--- config.mk ---
export PLATFORM = sky130hd
export DESIGN_NAME = card_mgmt_regs
export DESIGN_NICKNAME = d
export VERILOG_FILES = /design/src/rtl/cmr_pkg.sv /design/src/rtl/cmr_decode.sv /design/src/rtl/cmr_regfile.sv /design/src/rtl/cmr_status.sv /design/src/rtl/cmr_outputs.sv /design/src/rtl/card_mgmt_regs.sv
export SDC_FILE = /design/constraint.sdc
export NUM_CORES = 1
export LEC_CHECK = 0
export CAP_MARGIN = 20
export CORE_MARGIN = 2
export CORE_UTILIZATION = 38
export CTS_CLUSTER_SIZE = 16
export DETAILED_ROUTE_END_ITERATION = 8
export GPL_TIMING_DRIVEN = 0
export PLACE_DENSITY = 0.75
export SYNTH_ARGS = -nofsm -noshare
export SYNTH_HDL_FRONTEND = slang
export SYNTH_SLANG_ARGS = --single-unit
export TNS_END_PERCENT = 30
--- constraint.sdc ---
create_clock -name clk -period 2.7 [get_ports clk]
set_input_delay 0.81 -clock clk [delete_from_list [all_inputs] [get_ports clk]]
set_output_delay 0.81 -clock clk [all_outputs]
set_load 0.01 [all_outputs]
--- src/rtl/cmr_pkg.sv ---
package cmr_pkg;
  localparam logic [15:0] OFF_COR    = 16'h4000;
  localparam logic [15:0] OFF_CCR    = 16'h4002;
  localparam logic [15:0] OFF_SCK    = 16'h4006;
  localparam logic [15:0] OFF_CSR    = 16'h4100;
  localparam logic [15:0] OFF_WPR    = 16'h4104;
  localparam logic [15:0] OFF_SLP_LO = 16'h4118;
  localparam logic [15:0] OFF_SLP_HI = 16'h411A;

  localparam int COR_SR_BIT = 7;
  localparam int CCR_PD_BIT = 2;
  localparam int WP_CIS_BIT = 0;
  localparam int WP_CM_BIT  = 1;
  localparam int WP_BLK_BIT = 2;
  localparam int SCK_W      = 7;
  localparam int WPR_W      = 3;

  typedef enum logic [2:0] {
    SEL_NONE, SEL_COR, SEL_CCR, SEL_SCK, SEL_CSR, SEL_WPR, SEL_SLP
  } reg_sel_e;
endpackage

--- src/rtl/cmr_decode.sv ---
module cmr_decode
  import cmr_pkg::*;
#(
  parameter int ADDR_W = 15
) (
  input  logic              sel,
  input  logic [ADDR_W-1:0] addr,
  output reg_sel_e          rsel
);
  always_comb begin
    rsel = SEL_NONE;
    if (sel && !addr[0]) begin
      if      (addr == OFF_COR[ADDR_W-1:0])    rsel = SEL_COR;
      else if (addr == OFF_CCR[ADDR_W-1:0])    rsel = SEL_CCR;
      else if (addr == OFF_SCK[ADDR_W-1:0])    rsel = SEL_SCK;
      else if (addr == OFF_CSR[ADDR_W-1:0])    rsel = SEL_CSR;
      else if (addr == OFF_WPR[ADDR_W-1:0])    rsel = SEL_WPR;
      else if (addr == OFF_SLP_LO[ADDR_W-1:0]) rsel = SEL_SLP;
    end
  end
endmodule

--- src/rtl/cmr_regfile.sv ---
module cmr_regfile
  import cmr_pkg::*;
#(
  parameter int NPAIR = 6
) (
  input  logic             clk,
  input  logic             rst,
  input  logic             wr_en,
  input  reg_sel_e         rsel,
  input  logic [7:0]       wdata,
  output logic             cor_sr,
  output logic             ccr_pd,
  output logic [SCK_W-1:0] sock_q,
  output logic [WPR_W-1:0] wpr_q,
  output logic [NPAIR-1:0] sleep_q
);
  always_ff @(posedge clk) begin
    if (rst) begin
      cor_sr <= 1'b0;
      ccr_pd <= 1'b0;
      sock_q <= '0;
      wpr_q  <= '0;
    end else if (wr_en) begin
      case (rsel)
        SEL_COR: cor_sr <= wdata[COR_SR_BIT];
        SEL_CCR: ccr_pd <= wdata[CCR_PD_BIT];
        SEL_SCK: sock_q <= wdata[SCK_W-1:0];
        SEL_WPR: wpr_q  <= wdata[WPR_W-1:0];
        default: ;
      endcase
    end
  end

  for (genvar i = 0; i < NPAIR; i++) begin : g_sleep
    always_ff @(posedge clk) begin
      if (rst)                              sleep_q[i] <= 1'b0;
      else if (wr_en && rsel == SEL_SLP)    sleep_q[i] <= wdata[i];
    end
  end
endmodule

--- src/rtl/cmr_status.sv ---
module cmr_status
  import cmr_pkg::*;
#(
  parameter int NPAIR = 6,
  localparam int NDEV = 2 * NPAIR
) (
  input  logic             cor_sr,
  input  logic             ccr_pd,
  input  logic [WPR_W-1:0] wpr_q,
  input  logic [NPAIR-1:0] sleep_q,
  input  logic             wp_switch,
  input  logic [NDEV-1:0]  dev_ready,
  input  logic [NDEV-1:0]  dev_mask,
  output logic [7:0]       status
);
  always_comb begin
    status[7] = |dev_mask;
    status[6] = |sleep_q;
    status[5] = cor_sr;
    status[4] = wpr_q[WP_CM_BIT];
    status[3] = ccr_pd;
    status[2] = wpr_q[WP_CIS_BIT];
    status[1] = wp_switch;
    status[0] = &(dev_ready | dev_mask);
  end
endmodule

--- src/rtl/cmr_outputs.sv ---
module cmr_outputs
  import cmr_pkg::*;
#(
  parameter int NPAIR = 6
) (
  input  logic             clk,
  input  logic             rst,
  input  logic             ccr_pd,
  input  logic [WPR_W-1:0] wpr_q,
  input  logic [NPAIR-1:0] sleep_q,
  input  logic             wp_switch,
  output logic [NPAIR-1:0] pair_pwrdn,
  output logic             cis_wr_ok,
  output logic             cm_wr_ok,
  output logic             attr_wr_ok
);
  for (genvar i = 0; i < NPAIR; i++) begin : g_pd
    always_ff @(posedge clk) begin
      if (rst) pair_pwrdn[i] <= 1'b0;
      else     pair_pwrdn[i] <= ccr_pd & sleep_q[i];
    end
  end

  always_ff @(posedge clk) begin
    if (rst) begin
      cis_wr_ok  <= 1'b0;
      cm_wr_ok   <= 1'b0;
      attr_wr_ok <= 1'b0;
    end else begin
      cis_wr_ok  <= !wp_switch && !wpr_q[WP_CIS_BIT];
      cm_wr_ok   <= !wp_switch && !wpr_q[WP_CM_BIT];
      attr_wr_ok <= !wp_switch;
    end
  end
endmodule

--- src/rtl/card_mgmt_regs.sv ---
module card_mgmt_regs
  import cmr_pkg::*;
#(
  parameter int ADDR_W = 15,
  parameter int NPAIR  = 6,
  localparam int NDEV  = 2 * NPAIR
) (
  input  logic              clk,
  input  logic              rst,
  input  logic              sel,
  input  logic              wr_en,
  input  logic              rd_en,
  input  logic [ADDR_W-1:0] addr,
  input  logic [7:0]        wdata,
  output logic [7:0]        rdata,
  input  logic              wp_switch,
  input  logic [NDEV-1:0]   dev_ready,
  input  logic [NDEV-1:0]   dev_mask,
  output logic              soft_reset,
  output logic [NPAIR-1:0]  pair_pwrdn,
  output logic              cis_wr_ok,
  output logic              cm_wr_ok,
  output logic              attr_wr_ok
);
  reg_sel_e         rsel;
  logic             cor_sr;
  logic             ccr_pd;
  logic [SCK_W-1:0] sock_q;
  logic [WPR_W-1:0] wpr_q;
  logic [NPAIR-1:0] sleep_q;
  logic [7:0]       status;
  logic [7:0]       rd_mux;

  cmr_decode #(.ADDR_W(ADDR_W)) u_dec (
    .sel(sel), .addr(addr), .rsel(rsel)
  );

  cmr_regfile #(.NPAIR(NPAIR)) u_regs (
    .clk(clk), .rst(rst), .wr_en(wr_en), .rsel(rsel), .wdata(wdata),
    .cor_sr(cor_sr), .ccr_pd(ccr_pd), .sock_q(sock_q), .wpr_q(wpr_q),
    .sleep_q(sleep_q)
  );

  cmr_status #(.NPAIR(NPAIR)) u_stat (
    .cor_sr(cor_sr), .ccr_pd(ccr_pd), .wpr_q(wpr_q), .sleep_q(sleep_q),
    .wp_switch(wp_switch), .dev_ready(dev_ready), .dev_mask(dev_mask),
    .status(status)
  );

  cmr_outputs #(.NPAIR(NPAIR)) u_out (
    .clk(clk), .rst(rst), .ccr_pd(ccr_pd), .wpr_q(wpr_q), .sleep_q(sleep_q),
    .wp_switch(wp_switch), .pair_pwrdn(pair_pwrdn), .cis_wr_ok(cis_wr_ok),
    .cm_wr_ok(cm_wr_ok), .attr_wr_ok(attr_wr_ok)
  );

  always_comb begin
    rd_mux = 8'h00;
    case (rsel)
      SEL_COR: rd_mux[COR_SR_BIT]  = cor_sr;
      SEL_CCR: rd_mux[CCR_PD_BIT]  = ccr_pd;
      SEL_SCK: rd_mux[SCK_W-1:0]   = sock_q;
      SEL_CSR: rd_mux              = status;
      SEL_WPR: rd_mux[WPR_W-1:0]   = wpr_q;
      SEL_SLP: rd_mux[NPAIR-1:0]   = sleep_q;
      default: ;
    endcase
  end

  always_ff @(posedge clk) begin
    if (rst)        rdata <= 8'h00;
    else if (rd_en) rdata <= rd_mux;
  end

  assign soft_reset = cor_sr;
endmodule

==> After elaboration in Yosys (flattened, before gate mapping) <==
Cells that the tools add are included.
{ "totals": {"output_inout_bits": 18, "inputBits": 53, "register_bits": 35} }
{ "op_classes": {"bitwise": 7, "mux": 12, "reduce_logical": 15, "eq_ne": 12} }
{ "ops": {"columns": ["operator", "count"], "rows": [
  ["15-bit == test (second input constant)", 6],
  ["3-bit 2-to-1 mux", 7],
  ["12-bit bitwise OR", 1],
  ["12-bit AND reduction", 1],
  ["12-bit OR reduction", 1],
  ["3-bit == test (second input constant)", 3],
  ["3-bit one-hot mux with 3 select lines", 1],
  ["2-bit one-hot mux with 4 select lines", 1],
  ["2-bit AND reduction", 4],
  ["1-bit AND", 6],
  ["3-bit by 2-bit == test with 1-bit output (second input constant)", 2],
  ["6-bit OR reduction", 1],
  ["1-bit one-hot mux with 5 select lines", 1],
  ["1-bit logical AND", 4],
  ["1-bit logical NOT", 4],
  ["1-bit one-hot mux with 2 select lines", 2],
  ["3-bit by 1-bit == test with 1-bit output (second input constant)", 1]
]} }

==> Logic depth before layout (Yosys ltp) <==
Gate-level depths: netlist of run 1.
{ "logic_depth": {"ltp_word": 10, "depth_mapped": 7} }

==> Modules after synthesis <==
From an unflattened synthesis of run 1, not the netlist that was laid out.
{ "unflattened": {"hier_cells": 187, "area_unflattened_um2": 1806.7} }
{ "by_module_without_submodules": {"columns": ["mod", "seq_area_each_um2", "instances", "area_each_um2", "cells_per_inst"], "rows": [
  ["cmr_regfile", 360.3, 1, 779.5, 71],
  ["card_mgmt_regs", 160.2, 1, 544.3, 61],
  ["cmr_outputs", 180.2, 1, 246.5, 18],
  ["cmr_status", 0.0, 1, 130.1, 22],
  ["cmr_decode", 0.0, 1, 106.4, 15]
]} }

==> Least setup slack after synthesis of run 1 <==
Ideal clock, no wire load.
{ "synth_timing": {"kind": "input -> register", "startpoint": "input port addr[13]", "endpoint": "register rdata[3]", "setup_ns": 0.078, "slack_ns": 0.104, "stages": 7, "t_arrival_ns": 2.518, "path_cell_list": "nor4b_4 > nand2_2 > or4_1 > buf_2 > or3_1 > a21o_1 > nor3_1"} }
{ "synth_between": {"elab_chain_len": 10, "word_cells_on_any_way": 17, "cone_classes": "eq/ne: 9; mux: 8"} }
{ "synth_rtl": {"columns": ["element", "line_no", "rtl"], "rows": [
  ["start, declared", "card_mgmt_regs.sv:13", "input logic [ADDR_W-1:0] addr,"],
  ["15-bit == test", "cmr_decode.sv:18", "else if (addr == OFF_SLP_LO[ADDR_W-1:0]) rsel = SEL_SLP;"],
  ["3-bit 2-to-1 mux", "cmr_decode.sv:18", null],
  ["3-bit 2-to-1 mux", "cmr_decode.sv:17", "else if (addr == OFF_WPR[ADDR_W-1:0]) rsel = SEL_WPR;"],
  ["3-bit 2-to-1 mux", "cmr_decode.sv:16", "else if (addr == OFF_CSR[ADDR_W-1:0]) rsel = SEL_CSR;"],
  ["3-bit 2-to-1 mux", "cmr_decode.sv:15", "else if (addr == OFF_SCK[ADDR_W-1:0]) rsel = SEL_SCK;"],
  ["3-bit 2-to-1 mux", "cmr_decode.sv:14", "else if (addr == OFF_CCR[ADDR_W-1:0]) rsel = SEL_CCR;"],
  ["3-bit 2-to-1 mux (*)", "cmr_decode.sv:13", "if (addr == OFF_COR[ADDR_W-1:0]) rsel = SEL_COR;"],
  ["3-bit 2-to-1 mux (*)", "cmr_decode.sv:12", "if (sel && !addr[0]) begin"],
  ["3-bit == test / 3-bit by 2-bit == test with 1-bit output (equally long branches)", "card_mgmt_regs.sv:58", "case (rsel)"],
  ["3-bit one-hot mux with 3 select lines (*)", "card_mgmt_regs.sv:58", null],
  ["end signal, assigned", "card_mgmt_regs.sv:71", "else if (rd_en) rdata <= rd_mux;"],
  ["end, declared", "card_mgmt_regs.sv:15", "output logic [7:0] rdata,"]
]} }
Mark *: on every way between the ends. The rest lies on a longest branch, timed or not.
A chain may end at the register's enable or synchronous reset.

==> Worst setup path after layout of run 1 <==
{ "layout_timing": {"startpoint": "input port addr[12]", "endpoint": "register rdata[2]"} }
{ "layout_between": {"elab_chain_len": 10, "word_cells_on_any_way": 19, "cone_classes": "eq/ne: 11; mux: 8"} }
{ "layout_rtl": {"columns": ["element", "line_no"], "rows": [
  ["15-bit == test", "cmr_decode.sv:18"],
  ["3-bit 2-to-1 mux", "cmr_decode.sv:18"],
  ["3-bit 2-to-1 mux", "cmr_decode.sv:17"],
  ["3-bit 2-to-1 mux", "cmr_decode.sv:16"],
  ["3-bit 2-to-1 mux", "cmr_decode.sv:15"],
  ["3-bit 2-to-1 mux", "cmr_decode.sv:14"],
  ["3-bit 2-to-1 mux (*)", "cmr_decode.sv:13"],
  ["3-bit 2-to-1 mux (*)", "cmr_decode.sv:12"],
  ["3-bit == test / 3-bit by 2-bit == test with 1-bit output (equally long branches)", "card_mgmt_regs.sv:58"],
  ["1-bit one-hot mux with 5 select lines (*)", "card_mgmt_regs.sv:58"]
]} }
Marked as above.

==> flow_summary.toml, run 1 <==
[status]
status = "finished with violations"
violations = "negative setup slack"

[finish]
drive_above_1_share_pct = 18.2
area_growth_pct = 65.3
fin_nets = 337
diodes = 0
final_common_cell = "clkdlybuf4s50_1"
layout_common_cells = "clkdlybuf4s50_1 (56), dfxtp_1 (35), nor2_1 (27)"

[clock_tree]
cts_tree = "yes"
root_buffer = "clkbuf_8"
cts.reportedPaths.clkPinSlew_ns = 0.07
h-tree-depth = 2
clock-sinks = 35
cts_inserted_buffers = 5
worst_skew_pair.late_latency_ns = 0.28
clockBufferDepth = 2

[pwr]
intPower_mw = 0.827
powerDensity_nw_per_um2 = 380
p_total_mw = 1.09
p_comb_share_pct = 15.7
switching_share_pct = 24.0
power.share.sequential_pct = 48.1
p_sw_mw = 0.262
ir_worst_vdd_v = 0.000367
clkPwrFrac_pct = 36.2
p_leak_nw = 1.22

[route]
vias = 1870
routedWlPerCell_um = 16.3
drtPass1Iterations = 4
totalWireLength_um = 5490
ant_nets = 0
route.detailed.drc = 0
first_iter_violations = 139
vias_per_cell = 5.55

[critical_path]
crit_buf_inv = 3
slowest_delay_ns = 0.39
path_cells = "dlygate4sd2_1, nor4b_4, buf_4, nand4_1, buf_4, nor3_4, nor3b_1, a311oi_1, o41ai_2"
cp-start-kind = "input port"
cp.arrival_ns = 2.92
slowest_stage = "a311oi_1"
path_max_fanout = 6
endpoint_kind = "flop"
cp_top_family = "simple AND/OR/NAND/NOR gates"
cp_common_cell = "buf_4"
worst_ep_required_time_ns = 2.85
critPathKind = "input port to flop"

[sta]
slew_headroom_pct = 65.2
holdWs_ns = 0.495
hold_viol_final = 0
skew_ns = 0.00135
rsz0062_at_grt = "yes"
fmax_mhz = 361
drv_slew = 0
period_minus_slack_ns = 2.77
fin_crit_sh_pct = 103
tightest_slew_ns = 0.522
worst_slack_ns = -0.0683
finalSetupViolCount = 1

[floorplan]
core_um2 = 4380
num_rows = 24
die_w_um = 71.5
fp.dieH_um = 71.5
start_util_pct = 39.5
die-area_um2 = 5110
pin_count = 71

[placement]
numPortBuffers = 69
dpl.hpwl_um = 3790
gp_congestion = 0.862
pre_cts_ws_ns = -0.722

[hold_path]
hold_path.class = "flop to flop"

[grt]
grt_pass1_wl_um = 8370
grt.total_usage_pct = 21.0
grt_max_degree = 12
antenna_found_initial = 0
grt_overflow = 0
grt_pass1_vias = 1825

[yosys]
synth_cell_types = 48
synth-seq-cells = 35
synth_area_um2 = 1730
syn_inst = 192
yosysWarnings = 0
syn_area_per_cell_um2 = 9.02
ys_seq_area_share_pct = 40.5
syn_nets = 245
yosys.area.top_type = "dfxtp_1"
synth_top_area_share_pct = 40.5
synth.top_cells.by_area = "dfxtp_1 (40%), mux2i_1 (11%), nor2_1 (6.5%), nand3_1 (2.9%), nor3_1 (2.6%)"

[run]
drv_cap = 0
-- Yosys cell counts (all sizes together) --
cell / count
or4: 3
or2: 3
a32o: 1
nand4: 5
nand2: 7
nand2b: 2
a221oi: 3
a21o: 1
a211o: 1
and3: 1
nor4: 5
nor4b: 2
o22ai: 4
a21oi: 4
o211a: 3
o221ai: 2
nor2: 30
dfxtp: 35
a22o: 4
mux2i: 19
a2111oi: 1
a22oi: 1
o41ai: 1
and2: 6
a32oi: 1
o21ai: 1
clkbuf: 5
a311oi: 3
nand3: 10
or3: 1
o31ai: 1
nor2b: 3
nor3b: 1
nand3b: 2
or3b: 1
inv: 4
xnor2: 1
buf: 1
a211oi: 1
nor3: 10
o22a: 1
a2bb2oi: 1
-- through the flow --
stage	TNS (ns)	cells	cell area, um^2	utilization (%)
global placement	-12.13	313	2490	56.7
finish	-0.0683	337	2860	65.3
CTS	-0.00665	329	2710	61.8
floorplan	0	192	1730	-
global route	-0.795	337	2860	65.3
detailed placement	-12.50	313	2490	56.7
-- registers in the layout, indices dropped and copies added, names as in the netlist --
signal / count
rdata: 8
u_out.attr_wr_ok: 1
u_out.cis_wr_ok: 1
u_out.cm_wr_ok: 1
u_out.pair_pwrdn: 6
u_regs.ccr_pd: 1
u_regs.cor_sr: 1
u_regs.sleep_q: 6
u_regs.sock_q: 7
u_regs.wpr_q: 3
-- cell families after synthesis --
group | after synthesis | share of synthesized area [%]
AO/OA/AOI/OAI | 35 | 16.4
XOR/XNOR | 1 | 0.506
flip-flops | 35 | 40.5
buffers and inverters | 10 | 2.24
AND/OR/NAND/NOR | 92 | 29.4
multiplexers | 19 | 11.0
-- power groups by stage --
stage,Combinational (mW),Clock [mW],Sequential (mW)
global route,0.183,0.427,0.524
CTS,0.160,0.407,0.524
finish,0.171,0.394,0.524
global placement,0.154,0,0.536
floorplan,0.0436,0,0.538
detailed placement,0.155,0,0.536
-- worst paths after layout --
path / startpoint / endpoint / slack [ns] / cells after the start
min reg2reg: rdata[1] / rdata[1] / 0.49 / 1
max: addr[12] / rdata[2] / -0.07 / 9
max reg2reg: u_regs.wpr_q[0] / rdata[2] / 1.20 / 4
min: rdata[1] / rdata[1] / 0.49 / 1
-- worst reg2reg max path, stage by stage (launching register included) --
cell     delay, ns
dfxtp_1       0.42
o21ai_0       0.18
and3_1        0.24
a32o_1        0.23
o41ai_2       0.31
-- layer usage --
layer  track usage [%]  share of wire [%]  up-vias
li1                  -                  -      906
met3              6.05                 10       13
met5                 0                  0        -
met4              8.39                2.3        0
met2              36.4                 47      100
met1              24.4                 40      851
-- repair_timing --
| item | CTS | global route |
|---|---|---|
| hold buffers | 0 | 0 |
| resized for setup | 24 | 22 |
| cloned | 0 | 0 |
| setup endpoints to repair | 23 | 26 |
| buffers inserted | 8 | 8 |
| pin swaps | 9 | 12 |
-- layout make-up --
type	count	area (um^2)
Clock inverter	1	8.76
Inverter	4	15.0
Timing Repair Buffer	85	817
Buffer	6	31.3
Sequential cell	35	701
Tap cell	52	65.1
Clock buffer	7	86.3
Fill cell	358	1520
Multi-Input combinational cell	147	1140
Power figures use the tool's default switching activity.
==> run 2, diff against run 1 <==
--- a/config.mk
+++ b/config.mk
@@ -5,13 +5,14 @@
 export SDC_FILE = /design/constraint.sdc
 export NUM_CORES = 1
 export LEC_CHECK = 0
+export ABC_CLOCK_PERIOD_IN_PS = 2700
 export CAP_MARGIN = 20
 export CORE_MARGIN = 2
 export CORE_UTILIZATION = 38
 export CTS_CLUSTER_SIZE = 16
 export DETAILED_ROUTE_END_ITERATION = 8
 export GPL_TIMING_DRIVEN = 0
-export PLACE_DENSITY = 0.75
+export PLACE_DENSITY_LB_ADDON = 0.3
 export SYNTH_ARGS = -nofsm -noshare
 export SYNTH_HDL_FRONTEND = slang
 export SYNTH_SLANG_ARGS = --single-unit
==> flow_summary.toml, run 2 (synthesis gave the netlist of run 1 again) <==
[status]
status = "completed"

[finish]
utilization_pct = 63.8
fin_nets = 331
nFillCells = 392
diodes = 0
largest_reg_flops = 8
top_register = "rdata"
final_common_cell = "clkdlybuf4s50_1"
layout_common_cells = "clkdlybuf4s50_1 (56), dfxtp_1 (35), nor2_1 (30)"
area_growth_pct = 61.5
reg_top3 = "rdata: 8 flops, u_regs.sock_q: 7 flops"
drive_above_1_share_pct = 15.1

[sta]
drv_slew = 0
fmax_mhz = 377
worst_slack_ns = 0.0457
holdWs_ns = 0.479
slew_headroom_pct = 63.0
hold_viol_final = 0
tightest_slew_ns = 0.554
finalSetupViolCount = 0
skew_ns = 0.00409
fin_crit_sh_pct = 98.3
period_minus_slack_ns = 2.65
rsz0062_at_grt = "yes"

[critical_path]
cp-start-kind = "input port"
slowest_delay_ns = 0.47
path_cells = "clkdlybuf4s50_1, nor2b_2, nand4_1, nor2_1, nand3_2, mux2i_1, nor2_1"
worst_ep_required_time_ns = 2.85
reg2reg_depth = 3
cp_common_cell = "nor2_1"
endpoint_kind = "flop"
path_max_fanout = 7
slowest_stage = "clkdlybuf4s50_1"
cp.arrival_ns = 2.81
critPathKind = "input port to flop"

[placement]
dpl.hpwl_um = 3890
pre_cts_ws_ns = -0.771
numPortBuffers = 69
gp_congestion = 0.835

[route]
routed-wl-met2_um = 2580
totalWireLength_um = 5450
top_layer = "met4"
vias_per_cell = 5.70
routedWlPerCell_um = 16.5
vias = 1882
drtPass1Iterations = 4
route.detailed.drc = 0
first_iter_violations = 100
wl_met1_um = 2160
ant_nets = 0
wl_met3_um = 549

[grt]
grt_pass1_vias = 1824
grt_max_degree = 11
grt_overflow = 0
grt.total_usage_pct = 20.9
antenna_found_initial = 0
grt_pass1_wl_um = 8400

[floorplan]
pin_count = 71
num_rows = 24
die-area_um2 = 5110
start_util_pct = 39.5
die_w_um = 71.5
fp.dieH_um = 71.5
core_um2 = 4380

[clock_tree]
clockBufferDepth = 2
cts_inserted_buffers = 5
clock-sinks = 35
cts.reportedPaths.clkPinSlew_ns = 0.06
cts_tree = "yes"
h-tree-depth = 2
root_buffer = "clkbuf_8"
worst_skew_pair.late_latency_ns = 0.28

[hold_path]
hold_path.class = "flop to flop"
min_path_cells = 2

[run]
drv_cap = 0

[pwr]
power.share.sequential_pct = 46.4
clkPwrFrac_pct = 38.7
p_total_mw = 1.13
powerDensity_nw_per_um2 = 404
ir_worst_vdd_v = 0.000491
intPower_mw = 0.888
p_comb_share_pct = 14.9
switching_share_pct = 21.5
p_sw_mw = 0.243
p_leak_nw = 1.20
[run 2: repair_timing]
item                       4_1_cts  5_1_grt
hold buffers                     0        0
resized for setup               19       21
setup endpoints to repair       23       26
setup buffers                    6        6
pin swaps                        9       14
[run 2: critical path: cells and delay by family]
family / cells / cell delay (ns)
muxes: 1 / 0.23
buffers and inverters: 1 / 0.47
and+or+nand+nor: 5 / 1.30
[run 2: stage by stage]
stage               cell area (um^2)  TNS [ns]  std cells
finish                          2800         0        330
global route                    2800     -1.02        330
CTS                             2690    -0.309        326
detailed placement              2490    -13.08        313
global placement                2490    -12.47        313
floorplan                       1730         0        192
[run 2: power by group through the flow]
stage                     clock (mW)  combinational, mW  sequential (mW)
after floorplan                    0             0.0436            0.538
after global placement             0              0.153            0.536
after detailed placement           0              0.156            0.536
after CTS                      0.449              0.159            0.524
after global routing           0.467              0.180            0.524
final                          0.438              0.168            0.524
[run 2: worst paths after layout]
kind / from / end / slack [ns]
setup / recovery: sel / u_regs.sleep_q[5] / 0.05
hold / removal: rdata[6] / rdata[6] / 0.48
setup reg to reg: u_regs.sleep_q[1] / rdata[6] / 1.38
hold reg to reg: rdata[6] / rdata[6] / 0.48
[run 2: per-layer routing]
metal / vias to the layer above / track usage [%]
li1: 900 / -
met1: 851 / 25.5
met2: 114 / 34.6
met3: 17 / 5.63
met4: 0 / 9.22
met5: - / 0
[run 2: area by class of cell]
| cell class | instances | area [um^2] | area share [%] |
|---|---|---|---|
| Multi-Input combinational cell | 147 | 1110 | 39.6 |
| Clock buffer | 6 | 72.6 | 2.60 |
| Clock inverter | 1 | 30.0 | 1.07 |
| Sequential cell | 35 | 701 | 25.1 |
| Inverter | 4 | 15.0 | 0.537 |
| Buffer | 4 | 15.0 | 0.537 |
| Timing Repair Buffer | 81 | 790 | 28.2 |
| Tap cell | 52 | 65.1 | 2.33 |
==> run 3, diff against run 2 <==
--- a/config.mk
+++ b/config.mk
@@ -5,7 +5,7 @@
 export SDC_FILE = /design/constraint.sdc
 export NUM_CORES = 1
 export LEC_CHECK = 0
-export ABC_CLOCK_PERIOD_IN_PS = 2700
+export ABC_CLOCK_PERIOD_IN_PS = 2350
 export CAP_MARGIN = 20
 export CORE_MARGIN = 2
 export CORE_UTILIZATION = 38
==> constraint.sdc (replaced) <==
create_clock -name clk -period 2.35 [get_ports clk]
set_input_delay 0.705 -clock clk [delete_from_list [all_inputs] [get_ports clk]]
set_output_delay 0.705 -clock clk [all_outputs]
set_load 0.01 [all_outputs]
==> flow_summary.toml, run 3 (synthesis gave the netlist of run 1 again) <==
[grt]
grt_overflow = 0
grt_pass1_wl_um = 8360
grt_max_degree = 11
grt_pass1_vias = 1796
antenna_found_initial = 0
grt.total_usage_pct = 20.9

[sta]
worst_slack_ns = -0.000304
rsz0062_at_grt = "yes"
holdWs_ns = 0.490
fin_crit_sh_pct = 100
drv_slew = 0
fmax_mhz = 425
finalSetupViolCount = 1
tightest_slew_ns = 0.518
tns_ns = -0.000304
hold_viol_final = 0
period_minus_slack_ns = 2.35
skew_ns = 0.00252
slew_headroom_pct = 65.5

[clock_tree]
clock-sinks = 35
cts.reportedPaths.clkPinSlew_ns = 0.06
cts_tree = "yes"
clockBufferDepth = 2
cts_inserted_buffers = 5
worst_skew_pair.late_latency_ns = 0.28
h-tree-depth = 2
root_buffer = "clkbuf_8"

[status]
status = "finished with violations"
violations = "negative setup slack"

[finish]
final_common_cell = "clkdlybuf4s50_1"
fin_nets = 341
nFillCells = 359
design_area_um2 = 2900
layout_common_cells = "clkdlybuf4s50_1 (53), dfxtp_1 (35), nor2_1 (27)"
diodes = 0
largest_reg_flops = 8
drive_above_1_share_pct = 25.0
reg_top3 = "rdata: 8 flops, u_regs.sock_q: 7 flops"
area_growth_pct = 67.5
top_register = "rdata"

[route]
vias_per_cell = 5.70
drtPass1Iterations = 5
routedWlPerCell_um = 16.4
route.detailed.drc = 0
vias = 1937
ant_nets = 0
totalWireLength_um = 5590
first_iter_violations = 104

[placement]
dpl.hpwl_um = 3740
placed_area_um2 = 2510
numPortBuffers = 69
gp_congestion = 0.851

[critical_path]
critPathKind = "input port to flop"
worst_ep_required_time_ns = 2.56
cp-start-kind = "input port"
cp.arrival_ns = 2.56
path_max_fanout = 3
endpoint_kind = "flop"

[floorplan]
core_um2 = 4380
num_rows = 24
fp.dieH_um = 71.5
die-area_um2 = 5110
start_util_pct = 39.5
die_w_um = 71.5
pin_count = 71

[hold_path]
hold_path.class = "flop to flop"

[pwr]
ir_worst_vdd_v = 0.000463
powerDensity_nw_per_um2 = 455
p_leak_nw = 1.25

[run]
drv_cap = 0
==> run 3: per-stage QoR <==
step	power [mW]	worst slack (ns)	utilization [%]	cells
after floorplan	0.669	-0.0336	-	192
after global routing	1.37	-0.0552	66.2	340
after global placement	0.793	-0.771	57.2	313
final	1.32	-0.000304	66.2	340
after CTS	1.31	-0.0723	63.9	335
after detailed placement	0.796	-0.803	57.2	313
==> run 3: layer usage <==
metal	vias to the layer above	GRT usage [%]	wire length, um
met5	-	0	0
met4	0	9.43	159
met3	21	5.77	485
met2	92	34.7	2710
met1	906	25.3	2230
li1	918	-	-
==> run 3: cell type report <==
type	count	area [um^2]	share of cell area [%]
Multi-Input combinational cell	147	1190	41.0
Timing Repair Buffer	91	812	28.0
Sequential cell	35	701	24.2
Clock buffer	6	72.6	2.50
Tap cell	52	65.1	2.24
Clock inverter	1	30.0	1.04
Buffer	4	15.0	0.518
Inverter	4	15.0	0.518
==> run 3: final timing paths <==
check             end         startpoint  slack [ns]  cells past startpoint
min reg2reg  rdata[4]           rdata[4]        0.49                      2
min          rdata[4]           rdata[4]        0.49                      2
max reg2reg  rdata[6]  u_regs.sleep_q[1]        0.98                      3
max          rdata[4]           addr[11]     -0.0003                      7
==> run 3: power by group <==
group	leakage [nW]	internal, mW	switching, mW	total (mW)
combinational	0.917	0.117	0.0918	0.209
sequential	0.283	0.600	0.00246	0.602
clock	0.0513	0.310	0.199	0.510
total	1.25	1.03	0.294	1.32
==> run 3: repair_timing <==
action | in CTS | in global routing
hold buffers | 0 | 0
pin swaps | 20 | 22
endpoints found under the setup margin | 26 | 26
setup buffers | 17 | 5
gates resized for setup | 36 | 46
==> run 3: critical path, stage by stage <==
cell and delay [ns]:
buf_6 0.09, nor4b_4 0.31, nand2_2 0.11, or4_4 0.56, or3_1 0.35, a21o_1 0.23, nor3_1 0.19
